File: src/rtl/extmem_pkg.sv
package extmem_pkg;
  localparam int WS_W  = 5;
  localparam int CFG_W = 16;
  localparam logic [1:0] W8  = 2'b00;
  localparam logic [1:0] W16 = 2'b01;

  typedef struct packed {
    logic            gap;
    logic            wr_en;
    logic [1:0]      width;
    logic [WS_W-1:0] ws;
  } cs_cfg_t;

  localparam logic [CFG_W-1:0] CFG_RST = 16'h02BF;

  function automatic cs_cfg_t cfg_unpack(input logic [CFG_W-1:0] v);
    cs_cfg_t c;
    c.ws    = v[4:0];
    c.width = v[6:5];
    c.wr_en = v[7];
    c.gap   = v[9];
    return c;
  endfunction

  function automatic logic [CFG_W-1:0] cfg_pack(input cs_cfg_t c);
    return {6'b0, c.gap, 1'b0, c.wr_en, c.width, c.ws};
  endfunction
endpackage

File: src/rtl/extmem_cfg_regs.sv
module extmem_cfg_regs
  import extmem_pkg::*;
#(
  parameter int NUM_CS = 8,
  localparam int IDX_W = $clog2(NUM_CS)
) (
  input  logic                         clk,
  input  logic                         rst,
  input  logic                         wr,
  input  logic [IDX_W-1:0]             idx,
  input  logic [CFG_W-1:0]             wdata,
  output logic [CFG_W-1:0]             rdata,
  output cs_cfg_t [NUM_CS-1:0]         cfg_all
);
  for (genvar g = 0; g < NUM_CS; g++) begin : g_reg
    always_ff @(posedge clk) begin
      if (rst)
        cfg_all[g] <= cfg_unpack(CFG_RST);
      else if (wr && idx == IDX_W'(g))
        cfg_all[g] <= cfg_unpack(wdata);
    end
  end

  always_ff @(posedge clk) begin
    if (rst) rdata <= CFG_RST;
    else     rdata <= cfg_pack(cfg_all[idx]);
  end
endmodule

File: src/rtl/extmem_cs_decode.sv
module extmem_cs_decode #(
  parameter int NUM_CS = 8,
  localparam int IDX_W = $clog2(NUM_CS)
) (
  input  logic              active,
  input  logic [IDX_W-1:0]  sel,
  output logic [NUM_CS-1:0] cs_n
);
  for (genvar g = 0; g < NUM_CS; g++) begin : g_cs
    assign cs_n[g] = !(active && sel == IDX_W'(g));
  end
endmodule

File: src/rtl/extmem_seq.sv
module extmem_seq
  import extmem_pkg::*;
#(
  parameter int NUM_CS = 8,
  parameter int DATA_W = 32,
  parameter int EXT_AW = 24,
  localparam int IDX_W = $clog2(NUM_CS)
) (
  input  logic                 clk,
  input  logic                 rst,
  input  logic                 req,
  input  logic                 we,
  input  logic [IDX_W-1:0]     cs_idx,
  input  logic [EXT_AW-1:0]    addr,
  input  logic [DATA_W-1:0]    wdata,
  input  cs_cfg_t [NUM_CS-1:0] cfg_all,
  input  logic [DATA_W-1:0]    ext_rdata,
  output logic                 rdy,
  output logic [DATA_W-1:0]    rdata,
  output logic                 xfer,
  output logic [IDX_W-1:0]     cs_sel,
  output logic [EXT_AW-1:0]    ext_addr,
  output logic [DATA_W-1:0]    ext_wdata,
  output logic                 oe_n,
  output logic                 we_n
);
  typedef enum logic [1:0] {S_IDLE, S_XFER, S_GAP} st_t;

  st_t              st;
  logic [WS_W-1:0]  cnt;
  logic [1:0]       beat;
  logic [1:0]       off;
  logic [4:0]       shamt;
  logic             last_beat;
  cs_cfg_t          cfg_q;
  logic             we_q;
  logic [EXT_AW-1:0] addr_q;
  logic [DATA_W-1:0] wdata_q;

  always_comb begin
    case (cfg_q.width)
      W8:      begin off = beat;            last_beat = (beat == 2'd3); end
      W16:     begin off = {beat[0], 1'b0}; last_beat = (beat == 2'd1); end
      default: begin off = 2'd0;            last_beat = 1'b1;          end
    endcase
    shamt = {off, 3'b000};
  end

  always_ff @(posedge clk) begin
    if (rst) begin
      st      <= S_IDLE;
      rdy     <= 1'b1;
      cnt     <= '0;
      beat    <= '0;
      cs_sel  <= '0;
      cfg_q   <= cfg_unpack(CFG_RST);
      we_q    <= 1'b0;
      addr_q  <= '0;
      wdata_q <= '0;
      rdata   <= '0;
    end else begin
      case (st)
        S_IDLE: if (req) begin
          st      <= S_XFER;
          rdy     <= 1'b0;
          cnt     <= '0;
          beat    <= '0;
          cs_sel  <= cs_idx;
          cfg_q   <= cfg_all[cs_idx];
          we_q    <= we;
          addr_q  <= {addr[EXT_AW-1:2], 2'b00};
          wdata_q <= wdata;
        end
        S_XFER: if (cnt == cfg_q.ws) begin
          if (!we_q) begin
            case (cfg_q.width)
              W8:      rdata[{beat, 3'b000} +: 8]     <= ext_rdata[7:0];
              W16:     rdata[{beat[0], 4'b0000} +: 16] <= ext_rdata[15:0];
              default: rdata <= ext_rdata;
            endcase
          end
          cnt <= '0;
          if (last_beat) begin
            st  <= cfg_q.gap ? S_GAP : S_IDLE;
            rdy <= !cfg_q.gap;
          end else begin
            beat <= beat + 2'd1;
          end
        end else begin
          cnt <= cnt + 1'b1;
        end
        default: begin
          st  <= S_IDLE;
          rdy <= 1'b1;
        end
      endcase
    end
  end

  assign xfer      = (st == S_XFER);
  assign ext_addr  = {addr_q[EXT_AW-1:2], off};
  assign ext_wdata = wdata_q >> shamt;
  assign oe_n      = !(xfer && !we_q);
  assign we_n      = !(xfer && we_q && cfg_q.wr_en);
endmodule

File: src/rtl/extmem_ws_bridge.sv
module extmem_ws_bridge
  import extmem_pkg::*;
#(
  parameter int NUM_CS = 8,
  parameter int ADDR_W = 32,
  parameter int DATA_W = 32,
  parameter int EXT_AW = 24,
  parameter int CS_LSB = 24,
  localparam int IDX_W = $clog2(NUM_CS)
) (
  input  logic              clk,
  input  logic              rst,
  input  logic              cpu_req,
  input  logic              cpu_we,
  input  logic [ADDR_W-1:0] cpu_addr,
  input  logic [DATA_W-1:0] cpu_wdata,
  output logic [DATA_W-1:0] cpu_rdata,
  output logic              cpu_rdy,
  input  logic              cfg_we,
  input  logic [IDX_W-1:0]  cfg_idx,
  input  logic [15:0]       cfg_wdata,
  output logic [15:0]       cfg_rdata,
  output logic [NUM_CS-1:0] ext_cs_n,
  output logic [EXT_AW-1:0] ext_addr,
  output logic [DATA_W-1:0] ext_wdata,
  input  logic [DATA_W-1:0] ext_rdata,
  output logic              ext_oe_n,
  output logic              ext_we_n
);
  cs_cfg_t [NUM_CS-1:0] cfg_all;
  logic                 xfer;
  logic [IDX_W-1:0]     cs_sel;

  extmem_cfg_regs #(.NUM_CS(NUM_CS)) u_regs (
    .clk(clk), .rst(rst), .wr(cfg_we), .idx(cfg_idx),
    .wdata(cfg_wdata), .rdata(cfg_rdata), .cfg_all(cfg_all)
  );

  extmem_seq #(.NUM_CS(NUM_CS), .DATA_W(DATA_W), .EXT_AW(EXT_AW)) u_seq (
    .clk(clk), .rst(rst), .req(cpu_req), .we(cpu_we),
    .cs_idx(cpu_addr[CS_LSB +: IDX_W]), .addr(cpu_addr[EXT_AW-1:0]),
    .wdata(cpu_wdata), .cfg_all(cfg_all), .ext_rdata(ext_rdata),
    .rdy(cpu_rdy), .rdata(cpu_rdata), .xfer(xfer), .cs_sel(cs_sel),
    .ext_addr(ext_addr), .ext_wdata(ext_wdata), .oe_n(ext_oe_n), .we_n(ext_we_n)
  );

  extmem_cs_decode #(.NUM_CS(NUM_CS)) u_dec (
    .active(xfer), .sel(cs_sel), .cs_n(ext_cs_n)
  );
endmodule

File: config.mk
export PLATFORM = sky130hd
export DESIGN_NAME = extmem_ws_bridge
export DESIGN_NICKNAME = d
export VERILOG_FILES = /design/src/rtl/extmem_pkg.sv /design/src/rtl/extmem_cfg_regs.sv /design/src/rtl/extmem_cs_decode.sv /design/src/rtl/extmem_seq.sv /design/src/rtl/extmem_ws_bridge.sv
export SDC_FILE = /design/constraint.sdc
export NUM_CORES = 1
export LEC_CHECK = 0
export ABC_AREA = 1
export ABC_CLOCK_PERIOD_IN_PS = 2400
export BUFFER_PORTS_ARGS = -buffer_cell sky130_fd_sc_hd__buf_2
export CAP_MARGIN = 40
export CORE_UTILIZATION = 44
export CTS_CLUSTER_DIAMETER = 100
export CTS_CLUSTER_SIZE = 28
export DETAILED_ROUTE_END_ITERATION = 7
export GPL_TIMING_DRIVEN = 0
export HOLD_SLACK_MARGIN = 0.05
export MAX_ROUTING_LAYER = met4
export PLACE_DENSITY_LB_ADDON = 0.08
export SYNTH_ARGS = -nofsm -noshare
export SYNTH_HDL_FRONTEND = slang
export SYNTH_SLANG_ARGS = --single-unit
File: constraint.sdc
create_clock -name clk -period 2.4 [get_ports clk]
set_input_delay 0.36 -clock clk [delete_from_list [all_inputs] [get_ports clk]]
set_output_delay 0.36 -clock clk [all_outputs]
set_load 0.005 [all_outputs]
* Yosys cells after proc, flatten, opt, wreduce, memory -nomap -nowiden
Index checks and enable logic that the tools add are counted.
Operators by class: magnitude comparators 2, reduce and logical (&&, ||, !) cells 41, $add $sub $neg 4, shift operators 5, eq/ne operators 23, mux-type cells 25, bitwise operators 1
Operators with widths (count):
- $bwmux 32 | 2
- $pmux 32 s2 | 1
- $bmux 9 s3 | 2
- $shift 16x7->32 const A | 1
- $shift 8x7->32 const A | 1
- $shiftx 16x7->32 | 1
- $shiftx 8x7->32 | 1
- $shr 32x5->32 | 1
- $eq 3x3->1 const B | 8
- $logic_and 1x1->1 | 19
- $mux 9 | 2
- $mux 2 | 7
- $neg 5->7 | 2
- $eq 3x2->1 const B | 4
- $logic_not 1->1 | 12
- $pmux 2 s2 | 3
- $mux 5 | 2
- $pmux 5 s2 | 1
- $lt 3x4->1 const B | 2
- $ne 2x2->1 const B | 4
- $eq 2x1->1 const B | 3
- $eq 3x1->1 const B | 2
- $logic_not 3->1 | 2
- $reduce_and 3->1 | 2
- other kinds (11) | 16
Word-level totals: register bits 197, input port bits 120, output and inout bits 115

* Logic depth before layout (Yosys ltp)
word-level depth 5, mapped depth 11, mapped depth without buffers 10

* Hierarchy
A second synthesis with hierarchy kept.
Second synthesis, totals: cell total of the unflattened synthesis 1610, area total of the unflattened synthesis 10224.8 um2
By module, submodules not included:
- extmem_seq | cells each 1052, instances 1, area each 6537.5 um2, sequential area each 2182.1 um2
- extmem_cfg_regs | cells each 539, instances 1, area each 3613.5 um2, sequential area each 1621.6 um2
- extmem_cs_decode | cells each 19, instances 1, area each 73.8 um2, sequential area each 0.0 um2

* Worst setup path after synthesis
No wires, ideal clock.
kind reg-to-reg, start point register u_seq.beat[0], end point register u_seq.rdata[0], required time 2.330 ns, slack 0.640 ns, stages on the path, launching flop included 12, arrival 1.690 ns, library setup time 0.070 ns, cells stage by stage dfxtp_1 -> buf_4 -> inv_1 -> ha_1 -> inv_1 -> clkbuf_1 -> nand2_1 -> nand2_1 -> nand2_1 -> o211ai_1 -> nand2_1 -> a21oi_1
On the way: cells in the longest elaborated chain, start to end 4, elaborated cells between the ends (all ways) 9, classes of those cells 2 x add/sub; 4 x shift; 3 x mux
Ends and longest elaborated chain:
- start: declaration | RTL line extmem_seq.sv:31 | logic [1:0] beat;
- start signal: assignment | RTL line extmem_seq.sv:87 | beat <= beat + 2'd1;
- $neg 5->7 (on tied branches) | RTL line extmem_seq.sv:78, extmem_seq.sv:77
- $shiftx 16x7->32, or another cell as far along | RTL line extmem_seq.sv:78 | W16: rdata[{beat[0], 4'b0000} +: 16] <= ext_rdata[15:0];
- $bwmux 32 (on tied branches) | RTL line extmem_seq.sv:78, extmem_seq.sv:77
- $pmux 32 s2 (*) | RTL line extmem_seq.sv:76 | case (cfg_q.width)
- end signal: indexed assignment | RTL line extmem_seq.sv:77 | W8: rdata[{beat, 3'b000} +: 8] <= ext_rdata[7:0];
- end signal: indexed assignment | RTL line extmem_seq.sv:78
- end signal: assignment | RTL line extmem_seq.sv:79 | default: rdata <= ext_rdata;
- end: declaration | RTL line extmem_seq.sv:19 | output logic [DATA_W-1:0] rdata,
Every way passes the cells marked *; elsewhere a longest branch is shown, timed or not. A chain may end at the register's enable or synchronous reset.

* Worst setup path in the final report
start point register u_seq.beat[0], end point output port ext_wdata[6]
On the way: cells in the longest elaborated chain, start to end 2
Ends and longest elaborated chain:
- $pmux 2 s2 | RTL line extmem_seq.sv:41 | case (cfg_q.width)
- $shr 32x5->32 | RTL line extmem_seq.sv:102 | assign ext_wdata = wdata_q >> shamt;
- end: declaration | RTL line extmem_ws_bridge.sv:25 | output logic [DATA_W-1:0] ext_wdata,
Every way passes these cells.

==> results by group <==
Worst setup path
  • CP Capture Type: primary output
  • Crit path required time: 2.04 ns
  • Crit path arrival time: 1.96 ns
  • Critical path class: register to primary output
  • Worst-path maximum fanout: 10
  • Crit start category: register

Clock tree
  • Clock sinks: 190
  • CTS tree: built
  • Register clock-pin slew on the reported worst setup and hold paths: 0.07 ns
  • Clock Latency Late Sink: 0.44 ns
  • CTS Hold Bufs: 0
  • Clock Path Buffers: 2
  • Root Driver: clkbuf_16
  • Htree depth: 4
  • Num CTS Buffers: 17

Placement
  • Post-DP HPWL: 25.43 mm
  • Placer congestion estimate: 0.9584
  • # port buffers: 202

Floorplanning
  • I/O Pins: 235
  • Core ar.: 22030 um^2
  • # rows: 54
  • DIE HEIGHT: 152.4 um
  • Starting density of the core: 0.4518
  • Die width: 152.4 um
  • Full die area: 23220 um^2

Route
  • DRC viols: 17
  • Vias: 11141
  • Drt pass-1 iters: 7
  • Routed met2 length: 16.09 mm
  • Final wirelength: 35.00 mm
  • M1 WL: 14.87 mm
  • DR top layer: met4
  • WL per Instance: 16.93 um
  • Drt via density: 5.387
  • Length of routed met3 wiring: 2.649 mm
  • Initial DRC Count: 990
  • Antenna viol nets, final: 0

Synthesis
  • Most instantiated library cell after synthesis: nand2_1
  • Average size of a mapped cell: 6.441 um^2
  • Post-synthesis instance area: 9952 um^2
  • Yosys warns: 0
  • Simple-gate portion of the synthesized area: 0.3290
  • Adder-cell share of the synthesized area: 0.007543
  • Synth cell count leaders: 444 x nand2_1, 221 x nor2_1, 190 x dfxtp_1
  • Cell accounting for the most synthesized area: dfxtp_1
  • Seq/Total Area, Yosys: 0.3822
  • Main combinational cell family by area after synthesis: simple AND/OR/NAND/NOR gates
  • Compound-Gate Fraction of Synth Area: 0.1843
  • Synth unique cells: 35
  • Top cells by area, synth: dfxtp_1 38%, nand2_1 17%, o21ai_0 8.6%, nor2_1 8.3%, nand3_1 4.8%
  • Post-Syn Instances: 1545
  • Post-synthesis mux area share: 0.006035
  • Post-synth EDFFs: 0
  • Synth Area in XOR/XNOR: 0.002640
  • Synth Register Bits: 190
  • Post-synth top area share: 0.3822
  • Post-synth ARST share: 0
  • Ys flop type: dfxtp_1

Timing
  • Maximum clock frequency: 0.4311 GHz
  • Finish-stage setup viols: 0
  • Total negative slack: 0 ns
  • Hold WS: 0.1636 ns
  • Slew margin rel.: 0.4884
  • Clock Skews: 0.01480 ns
  • Worst slew pin tran: 0.7673 ns
  • Part of the cycle the worst path needs: 0.9664
  • Fin. max-slew vios: 0
  • Fin crit period: 2.319 ns
  • Final hold violations: 0

GRT
  • First-pass GRT wire length: 54.58 mm
  • GRT overflow: 0
  • Largest net degree at the start of global routing: 17
  • Initial antenna violation count: 1
  • Number of global-route vias before repair: 10022
  • All-Layer GR Usage: 0.3080

Layout
  • Footprint of the multi-input gates: 5309 um^2
  • Fill cells: 2289
  • Area Overhead vs Synth: 20.43%
  • Final nets: 1902
  • Layout cells sized above 1: 0.1841
  • Register area: 3805 um^2

Outcome
  • Violated checks: DRC
  • Run status: finished with violations

Hold path
  • Hold WC Path Type: input port to register

Flow run
  • Max-cap viol count: 0

Power
  • Pwr dens: 647.9 nW/um^2
  • Lkg Pwr: 5.744 nW
  • Max VDD drop: 0.0004516 V
==> sequential cells by signal, indices dropped and copies added (netlist names) <==
signal	count
u_seq.st	2
u_seq.rdata	32
u_seq.rdy	1
u_seq.wdata_q	32
u_seq.beat	2
u_seq.cnt	5
u_seq.addr_q	22
u_seq.we_q	1
u_regs.cfg_all	72
u_seq.cs_sel	3
u_regs.rdata	9
u_seq.cfg_q	9
==> logic make-up (layout without fill, tap and decap cells) <==
family          count (synthesis)  in the layout
simple gates                  795            795
compound gates                338            338
buf+inv                       206            442
flops                         190            190
fa+ha+maj                       6              6
mux                             6              6
xor+xnor                        3              3
other cells                     1              8
==> cells in the final DEF, fill, tap and decap left out, types with 3 or more instances in the layout <==
cell        netlist  final
nand2_1         444    444
a21oi_1          85     85
clkbuf_16         0     17
inv_2            21     20
nor2_4           12     12
nand3_1          95     94
ha_1              6      6
nor2_1          221    221
buf_4            11     14
o2111ai_1        16     16
buf_1             7      6
clkbuf_1         49     48
nor3_1            4      4
clkinvlp_4        0      3
inv_1            84     84
nor2_2            5      5
o211ai_1         16     16
nand2_4           3      3
nand4_1           8      8
buf_6             3      4
dfxtp_1         190    189
o21ai_1          21     21
buf_2            29    231
conb_1            1      7
o21ai_0         172    172
mux2i_1           6      6
o22ai_1          23     23
==> metal layers <==
metal,GRT usage,vias to the layer above
met5,-,-
met4,0.1370,0
met3,0.05688,110
met2,0.4920,511
met1,0.3785,5041
li1,-,5479
==> critical path, stage by stage (launching register included) <==
cell	delay (ns)
dfxtp_1	0.33
buf_4	0.19
nand2_4	0.18
inv_2	0.09
clkbuf_4	0.19
o21ai_0	0.25
o21ai_0	0.14
buf_2	0.15
==> final timing paths <==
kind | from | to | slack [ns] | cells after the start
min | cpu_wdata[7] | u_seq.wdata_q[7] | 0.16 | 3
max | u_seq.beat[0] | ext_wdata[6] | 0.08 | 7
max reg2reg | u_seq.beat[0] | u_seq.rdata[27] | 0.21 | 10
min reg2reg | u_seq.rdy | u_seq.rdy | 0.46 | 2
==> area by class of cell <==
type,count,share of cell area
Buffer,100,0.04082
Tap cell,280,0.02923
Sequential cell,190,0.3175
Clock buffer,20,0.03810
Multi-Input combinational cell,1155,0.4429
Clock inverter,10,0.01096
Inverter,106,0.03341
Timing Repair Buffer,206,0.08686
Antenna cell,1,0.0002088
==> what timing repair did <==
item / in CTS / in global routing
setup endpoints to repair: 26 / 29
hold endpoints to repair: 0 / 0
resized for setup: 3 / 9
pin swaps: 1 / 1
buffers inserted: 2 / 2
==> stage by stage <==
stage,area (um^2),worst slack [ns],instances,power [mW],util
2_1_floorplan,9975,0.6396,1551,4.325,-
3_3_place_gp,11340,0.2137,2033,4.856,0.5147
3_5_place_dp,11340,0.2018,2033,4.871,0.5147
4_1_cts,11950,-0.02158,2065,7.770,0.5423
5_1_grt,11990,-0.002150,2068,8.084,0.5441
6_report,11990,0.08060,2068,7.765,0.5441
==> where the power goes <==
group          internal (mW)  switching (mW)
Combinational          0.494           0.899
Sequential              3.34           0.110
Clock                   1.60            1.32
Power figures use the tool's default switching activity.
